## src/rtl/usec_pkg.sv

```systemverilog
package usec_pkg;
    localparam int unsigned FIELD_W = 8;
    localparam int unsigned RATIO_W = 2 * FIELD_W;
    localparam int unsigned ACC_W   = FIELD_W + 1;
    localparam int unsigned SUM_W   = FIELD_W + 2;

    localparam logic [7:0] OFF_COUNT = 8'h10;
    localparam logic [7:0] OFF_RATIO = 8'h14;
    localparam logic [7:0] OFF_HOLD  = 8'h4C;

    typedef struct packed {
        logic [FIELD_W-1:0] dividend_m1;
        logic [FIELD_W-1:0] divisor_m1;
    } ratio_t;

    localparam ratio_t RATIO_RESET = ratio_t'(16'h000B);

    typedef struct packed {
        ratio_t ratio;
        logic   hold;
    } regs_t;

    typedef struct packed {
        logic [ACC_W-1:0] acc;
    } acc_state_t;
endpackage

```

## src/rtl/usec_regs.sv

```systemverilog
module usec_regs
    import usec_pkg::*;
#(
    parameter int unsigned ADDR_W = 8,
    parameter int unsigned DATA_W = 32,
    parameter int unsigned CNT_W  = 32
) (
    input  logic              clk,
    input  logic              rst_n,
    input  logic              wr_en,
    input  logic [ADDR_W-1:0] addr,
    input  logic [DATA_W-1:0] wdata,
    input  logic [CNT_W-1:0]  count,
    output logic [DATA_W-1:0] rdata,
    output ratio_t            ratio,
    output logic              hold,
    output logic              ratio_load
);
    regs_t st_d, st_q;
    logic  hit_count, hit_ratio, hit_hold;
    logic  unused_wdata_hi;

    assign hit_count = (addr == ADDR_W'(OFF_COUNT));
    assign hit_ratio = (addr == ADDR_W'(OFF_RATIO));
    assign hit_hold  = (addr == ADDR_W'(OFF_HOLD));
    assign unused_wdata_hi = ^wdata[DATA_W-1:RATIO_W];

    always_comb begin
        st_d       = st_q;
        ratio_load = 1'b0;
        if (wr_en && hit_ratio) begin
            st_d.ratio = ratio_t'(wdata[RATIO_W-1:0]);
            ratio_load = 1'b1;
        end
        if (wr_en && hit_hold) begin
            st_d.hold = wdata[0];
        end
    end

    always_ff @(posedge clk or negedge rst_n) begin
        if (!rst_n) begin
            st_q <= '{ratio: RATIO_RESET, hold: 1'b0};
        end else begin
            st_q <= st_d;
        end
    end

    always_comb begin
        rdata = '0;
        if (hit_count) begin
            rdata[CNT_W-1:0] = count;
        end else if (hit_ratio) begin
            rdata[RATIO_W-1:0] = st_q.ratio;
        end else if (hit_hold) begin
            rdata[0] = st_q.hold;
        end
    end

    assign ratio = st_q.ratio;
    assign hold  = st_q.hold;
endmodule

```

## src/rtl/usec_frac_tick.sv

```systemverilog
module usec_frac_tick
    import usec_pkg::*;
(
    input  logic             clk,
    input  logic             rst_n,
    input  ratio_t           ratio,
    input  logic             clear,
    input  logic             hold,
    output logic             tick,
    output logic [ACC_W-1:0] acc_level,
    output logic [ACC_W-1:0] dividend_val,
    output logic [ACC_W-1:0] divisor_val
);
    acc_state_t       st_d, st_q;
    logic [SUM_W-1:0] sum;

    assign dividend_val = ACC_W'(ratio.dividend_m1) + ACC_W'(1);
    assign divisor_val  = ACC_W'(ratio.divisor_m1) + ACC_W'(1);
    assign sum          = SUM_W'(st_q.acc) + SUM_W'(dividend_val);

    always_comb begin
        st_d = st_q;
        tick = 1'b0;
        if (clear) begin
            st_d.acc = '0;
        end else if (!hold) begin
            if (sum >= SUM_W'(divisor_val)) begin
                st_d.acc = ACC_W'(sum - SUM_W'(divisor_val));
                tick     = 1'b1;
            end else begin
                st_d.acc = ACC_W'(sum);
            end
        end
    end

    always_ff @(posedge clk or negedge rst_n) begin
        if (!rst_n) begin
            st_q <= '0;
        end else begin
            st_q <= st_d;
        end
    end

    assign acc_level = st_q.acc;
endmodule

```

## src/rtl/usec_count.sv

```systemverilog
module usec_count #(
    parameter int unsigned CNT_W = 32
) (
    input  logic             clk,
    input  logic             rst_n,
    input  logic             inc,
    output logic [CNT_W-1:0] value
);
    typedef struct packed {
        logic [CNT_W-1:0] value;
    } cnt_state_t;

    cnt_state_t st_d, st_q;

    always_comb begin
        st_d = st_q;
        if (inc) begin
            st_d.value = st_q.value + CNT_W'(1);
        end
    end

    always_ff @(posedge clk or negedge rst_n) begin
        if (!rst_n) begin
            st_q <= '0;
        end else begin
            st_q <= st_d;
        end
    end

    assign value = st_q.value;
endmodule

```

## src/rtl/usec_timebase.sv

```systemverilog
module usec_timebase
    import usec_pkg::*;
#(
    parameter int unsigned ADDR_W = 8,
    parameter int unsigned DATA_W = 32,
    parameter int unsigned CNT_W  = 32
) (
    input  logic              clk,
    input  logic              rst_n,
    input  logic              bus_wr,
    input  logic [ADDR_W-1:0] bus_addr,
    input  logic [DATA_W-1:0] bus_wdata,
    output logic [DATA_W-1:0] bus_rdata
);
    ratio_t           ratio_val;
    logic             hold_on;
    logic             ratio_load;
    logic             usec_tick;
    logic [CNT_W-1:0] count_val;
    logic [ACC_W-1:0] acc_level;
    logic [ACC_W-1:0] dividend_val;
    logic [ACC_W-1:0] divisor_val;

    usec_regs #(
        .ADDR_W(ADDR_W),
        .DATA_W(DATA_W),
        .CNT_W (CNT_W)
    ) u_regs (
        .clk       (clk),
        .rst_n     (rst_n),
        .wr_en     (bus_wr),
        .addr      (bus_addr),
        .wdata     (bus_wdata),
        .count     (count_val),
        .rdata     (bus_rdata),
        .ratio     (ratio_val),
        .hold      (hold_on),
        .ratio_load(ratio_load)
    );

    usec_frac_tick u_tick (
        .clk         (clk),
        .rst_n       (rst_n),
        .ratio       (ratio_val),
        .clear       (ratio_load),
        .hold        (hold_on),
        .tick        (usec_tick),
        .acc_level   (acc_level),
        .dividend_val(dividend_val),
        .divisor_val (divisor_val)
    );

    usec_count #(
        .CNT_W(CNT_W)
    ) u_count (
        .clk  (clk),
        .rst_n(rst_n),
        .inc  (usec_tick),
        .value(count_val)
    );
endmodule

```

## config.mk

```make
export PLATFORM = sky130hd
export DESIGN_NAME = usec_timebase
export DESIGN_NICKNAME = d
export VERILOG_FILES = /design/src/rtl/usec_pkg.sv /design/src/rtl/usec_regs.sv /design/src/rtl/usec_frac_tick.sv /design/src/rtl/usec_count.sv /design/src/rtl/usec_timebase.sv
export SDC_FILE = /design/constraint.sdc
export NUM_CORES = 1
export LEC_CHECK = 0
export BUFFER_PORTS_ARGS = -buffer_cell sky130_fd_sc_hd__buf_2
export CORE_ASPECT_RATIO = 0.8
export CORE_MARGIN = 2
export CORE_UTILIZATION = 50
export CTS_BUF_LIST = sky130_fd_sc_hd__clkbuf_8
export DETAILED_ROUTE_END_ITERATION = 12
export HOLD_SLACK_MARGIN = 0.06
export PLACE_DENSITY = 0.7
export RECOVER_POWER = 100
export SYNTH_ARGS = -nofsm -noshare
export SYNTH_HDL_FRONTEND = slang
export SYNTH_SLANG_ARGS = --single-unit
```

## constraint.sdc

```tcl
create_clock -name clk -period 4.11 [get_ports clk]
set_clock_uncertainty 0.2 [all_clocks]
set_input_delay 0.2055 -clock clk [delete_from_list [all_inputs] [get_ports clk]]
set_output_delay 0.2055 -clock clk [all_outputs]
set_load 0.02 [all_outputs]
```

## Word level (Yosys, flattened, before mapping)

Index checks and enable logic that the tools add are counted.

| word-level totals | value |
|---|---|
| register bits after elaboration | 58 |
| input port bits | 43 |
| output and inout port bits | 32 |

| cells by class | value |
|---|---|
| add/subtract/negate cells | 5 |
| order comparisons | 1 |
| equality and inequality tests | 4 |
| muxes and demuxes | 12 |
| reduce and logical (&&, ||, !) cells | 2 |

Operators with widths:

| operator | count |
|---|---|
| $add 32x1->32 const B | 1 |
| $mux 16 | 2 |
| $mux 9 | 3 |
| $add 8x1->9 const B | 2 |
| $eq 8x5->1 const B | 2 |
| $mux 15 | 1 |
| $add 9x9->10 | 1 |
| $ge 10x9->1 | 1 |
| $sub 9x9->9 | 1 |
| $eq 8x7->1 const B | 1 |
| $mux 1 | 6 |
| $logic_and 1x1->1 | 2 |
| $ne 2x2->1 const B | 1 |

## Logic depth before layout (Yosys ltp)

| logic depth | value |
|---|---|
| word-level depth | 6 |
| mapped depth | 16 |
| mapped depth without buffers | 15 |

## Hierarchy

From an unflattened synthesis, not the netlist that was laid out.

| second synthesis, totals | value |
|---|---|
| cells, all modules | 409 |
| area total of the unflattened synthesis | 3,977.6 um2 |

By module, submodules not included:

| module | times used | cells an instance | area an instance (um2) |
|---|---|---|---|
| usec_frac_tick | 1 | 186 | 1,468.9 |
| usec_count | 1 | 123 | 1,448.9 |
| usec_regs | 1 | 100 | 1,059.8 |

## Least setup slack after synthesis

OpenSTA, ideal clock, no wires.

| timing | value |
|---|---|
| kind | register -> register |
| start | reg u_regs.st_q, in the netlist u_regs.ratio[13] |
| end | reg u_count.st_q, in the netlist u_count.value[20] |
| arrival time | 3.437 ns |
| data required time | 3.787 ns |
| setup slack | 0.350 ns |
| stages on the path, launching flop included | 15 |
| cell sequence | dfrtp_1 > ha_1 > and3_1 > a21o_1 > or4_1 > a21o_1 > and2_1 > ha_1 > nand3_1 > nor3_1 > and4bb_1 > a31oi_1 > buf_2 > nand3_1 > xnor2_1 |

| on the way | value |
|---|---|
| word-level cells in the longest chain between the ends | 6 |

Ends and longest elaborated chain:

| what | RTL line | RTL |
|---|---|---|
| start: declaration | usec_regs.sv:19 | `regs_t st_d, st_q;` |
| start signal: assignment | usec_regs.sv:42 | `st_q <= '{ratio: RATIO_RESET, hold: 1'b0};` |
| start signal: assignment | usec_regs.sv:44 | `st_q <= st_d;` |
| $add 8x1->9 | usec_frac_tick.sv:17 | `assign dividend_val = ACC_W'(ratio.dividend_m1) + ACC_W'(1);` |
| $add 9x9->10 | usec_frac_tick.sv:19 | `assign sum = SUM_W'(st_q.acc) + SUM_W'(dividend_val);` |
| $ge 10x9->1 | usec_frac_tick.sv:27 | `if (sum >= SUM_W'(divisor_val)) begin` |
| $mux 1 | usec_frac_tick.sv:27 |  |
| $mux 1 | usec_frac_tick.sv:26 | `end else if (!hold) begin` |
| $mux 1 | usec_frac_tick.sv:24 | `if (clear) begin` |
| end signal: assignment | usec_count.sv:26 | `st_q <= st_d;` |
| end: declaration | usec_count.sv:13 | `cnt_state_t st_d, st_q;` |

No other way between the ends.
A chain may end at the register's enable or synchronous reset.

## Worst setup path in the final report

| timing | value |
|---|---|
| start | reg u_regs.st_q, in the netlist u_regs.ratio[13] |
| end | reg u_count.st_q, in the netlist u_count.value[11] |

Same word-level chain as after synthesis.

==> flow_summary.yaml <==
clocking:
  ctsRootBufferMaster: "sky130_fd_sc_hd__clkbuf_8"
  cts.path.max_buffers: 2
  worst_setup_hold_path_clk_slew_ns: 0.07
  htree_num_levels: 3
  clock-sinks: 58
  cts_tree: "built"
  cts_inserted_buffers: 9
  worst_skew_pair.late_latency_ns: 0.33
die:
  dieWidth_um: 103
  fp.coreArea_um2: 7460
  die_height_um: 82.9
  initial_core_util_pct: 52.1
  die_area_um2: 8510
  placement_rows: 28
  boundary_pin_count: 75
finish:
  area_delta_synth_final_pct: 21.6
  final_cell_mix: "sky130_fd_sc_hd__dfrtp_1, sky130_fd_sc_hd__nor2_1, sky130_fd_sc_hd__buf_2"
  layout-drive-gt1-share_pct: 19.3
  layout.filler_cells: 638
  final_util_pct: 63.4
  layout_commonest_cell: "sky130_fd_sc_hd__dfrtp_1"
  final_net_count: 557
  antenna-diode-count: 0
  postLayoutCellArea_um2: 4730
power_and_ir_drop:
  ir_worst_vdd_mv: 0.280
  power.density_cell_area_nw_per_um2: 597
  power.static_leakage_nw: 2.10
synth:
  avgSynthCellArea_um2: 9.51
  synth_top_area_share_pct: 35.4
  sequential_area_share_after_synthesis_pct: 37.4
  dominantRegCellSynth: "sky130_fd_sc_hd__dfrtp_1"
  synth_edf_count: 0
  synth-async-reset-ratio_pct: 100
  largest_cells_by_area_after_synthesis: "sky130_fd_sc_hd__dfrtp_1, sky130_fd_sc_hd__xnor2_1, sky130_fd_sc_hd__ha_1"
  synthesis.instances: 409
  yosysTopAreaCell: "sky130_fd_sc_hd__dfrtp_1"
  synth.net_count: 474
  synth_warnings: 0
  synth-seq-cells: 58
  yosysUniqueCellTypes: 50
  synthesis.area_um2: 3890
sta:
  setup_repair_after_global_routing_missed_its_margin: "no"
  finalHoldViolations: 0
  fin_crit_sh_pct: 95.4
  fin_tns_setup_ns: 0
  maxSlewViolCount: 0
  worst_slew_pin_slew_ns: 1.46
  fin_crit_ns: 3.92
  report.final.setup_viol: 0
  timing.final.ws_setup_ns: 0.188
  max_slew_margin_pct: 2.64
  fin_hold_ws_ns: 0.154
  fmax_mhz: 255
placement:
  hpwlAfterDp_mm: 6.66
  post_dp_cell_area_um2: 4310
  pre_cts_slack_ns: 0.0609
  port-buffer-count: 58
  gpl.final_weighted_congestion: 0.874
route:
  ant_nets: 0
  detailedRoute.firstIterationViolations: 124
  firstDrtPassIters: 4
  post_drt_via_cell_ratio: 5.49
  avgRoutedWirePerCell_um: 15.8
  totalWireLength_mm: 9.51
  remaining_drc_errors: 0
  route.vias.total: 3303
global_routing:
  grtUsageTotal_pct: 23.1
  grt_first_pass_wirelength_mm: 15.7
  grt_start_max_net_pins: 59
  vias_in_the_first_global_route: 3282
  global_route_overflow: 0
  grt_antenna_before_repair: 0
worst_hold_path:
  hp-class: "in2reg"
critical_path:
  critical_path_class: "reg2reg"
  critPathRequiredTime_ns: 4.12
  data_arrival_time_of_the_critical_path_ns: 3.93
  timing.critical_path.to_type: "flip-flop"
  startpoint_type: "flip-flop"
  crit_path_max_fanout: 6
job:
  drv_cap: 0
status:
  outcome: "complete, no violations"
==> sequential cells by signal, summed over array words and instances (netlist names) <==
| name | count |
|---|---|
| u_count.value | 32 |
| u_regs.ratio | 16 |
| u_tick.acc_level | 9 |
| u_regs.hold | 1 |
==> path summary, 6_finish.rpt <==
check,to,depth (start not counted),startpoint,slack [ns]
hold / removal,u_regs.hold,5,bus_addr[3],0.15
setup reg to reg,u_count.value[11],14,u_regs.ratio[13],0.19
max in group asynchronous,u_regs.ratio[11],3,rst_n,2.18
setup / recovery,u_count.value[11],14,u_regs.ratio[13],0.19
min in group asynchronous,u_count.value[24],3,rst_n,0.64
hold reg to reg,u_count.value[31],1,u_count.value[31],0.27
==> critical path, stage by stage (launching register included) <==
cell,delay (ns)
sky130_fd_sc_hd__dfrtp_1,0.40
sky130_fd_sc_hd__ha_1,0.37
sky130_fd_sc_hd__and3_1,0.21
sky130_fd_sc_hd__a21o_1,0.17
sky130_fd_sc_hd__or4_1,0.50
sky130_fd_sc_hd__a21o_1,0.19
sky130_fd_sc_hd__and2_1,0.18
sky130_fd_sc_hd__ha_4,0.29
sky130_fd_sc_hd__nand3_1,0.09
sky130_fd_sc_hd__nor3_2,0.13
sky130_fd_sc_hd__and4bb_4,0.25
sky130_fd_sc_hd__a311oi_4,0.36
sky130_fd_sc_hd__buf_6,0.18
sky130_fd_sc_hd__nand4_1,0.11
sky130_fd_sc_hd__xnor2_1,0.17
==> cell usage after synthesis (all sizes together), types with 4 or more instances <==
master  number
inv         12
nand3       30
and2        21
or2          4
nand2       29
and3         9
a311oi       4
xor2        13
mux2        16
nor4         8
dfrtp       55
nor3        10
mux2i       21
ha          20
clkbuf       8
a211oi       5
a21oi        7
xnor2       33
buf          8
nor2        34
nand4       16
o21ai        6
==> per-layer routing <==
metal  wire length, µm  share of wire [%]  vias to the layer above  GRT usage, %
li1                  -                  -                     1627             -
met1              4790                 50                     1579          34.1
met2              4170                 44                       87          34.1
met3               442                4.6                       10          4.80
met4               102                1.1                        0          6.18
met5                 0                  0                        -             0
==> what timing repair did <==
| action | CTS | global route |
|---|---|---|
| gates resized for setup | 0 | 16 |
| setup endpoints to repair | 0 | 31 |
| buffers inserted | 0 | 2 |
| hold buffers | 18 | 0 |
| endpoints found under the hold margin | 72 | 0 |
==> power by group <==
part	switching [W]	total, W	internal [W]
combinational	0.000804	0.00151	0.000701
clock	0.000234	0.000526	0.000292
sequential	0.000117	0.000794	0.000677
total	0.00115	0.00283	0.00167
==> cell type report <==
class                           count  area (µm²)  share of cell area [%]
Clock buffer                       10         138                    2.91
Clock inverter                      6        57.6                    1.22
Multi-Input combinational cell    323        2370                    50.2
Tap cell                          105         131                    2.78
Sequential cell                    58        1460                    30.8
Timing Repair Buffer               88         528                    11.2
Inverter                           12        45.0                   0.952
==> cell families after synthesis <==
kind of cell	Yosys count	share of synthesized area, %
and+or+nand+nor	174	23.2
adders and majority gates	22	7.46
buffers and inverters	28	3.22
muxes	37	10.0
AOI/OAI and AO/OA	44	8.30
xor gates and xnor gates	46	10.4
DFF	58	37.4
==> through the flow <==
| step | cells | power (W) |
|---|---|---|
| 6_report | 602 | 0.00283 |
| 5_1_grt | 602 | 0.00304 |
| 4_1_cts | 599 | 0.00272 |
| 3_5_place_dp | 565 | 0.00216 |
| 3_3_place_gp | 565 | 0.00212 |
| 2_1_floorplan | 409 | 0.00182 |
(Power assumes the default switching activity.)
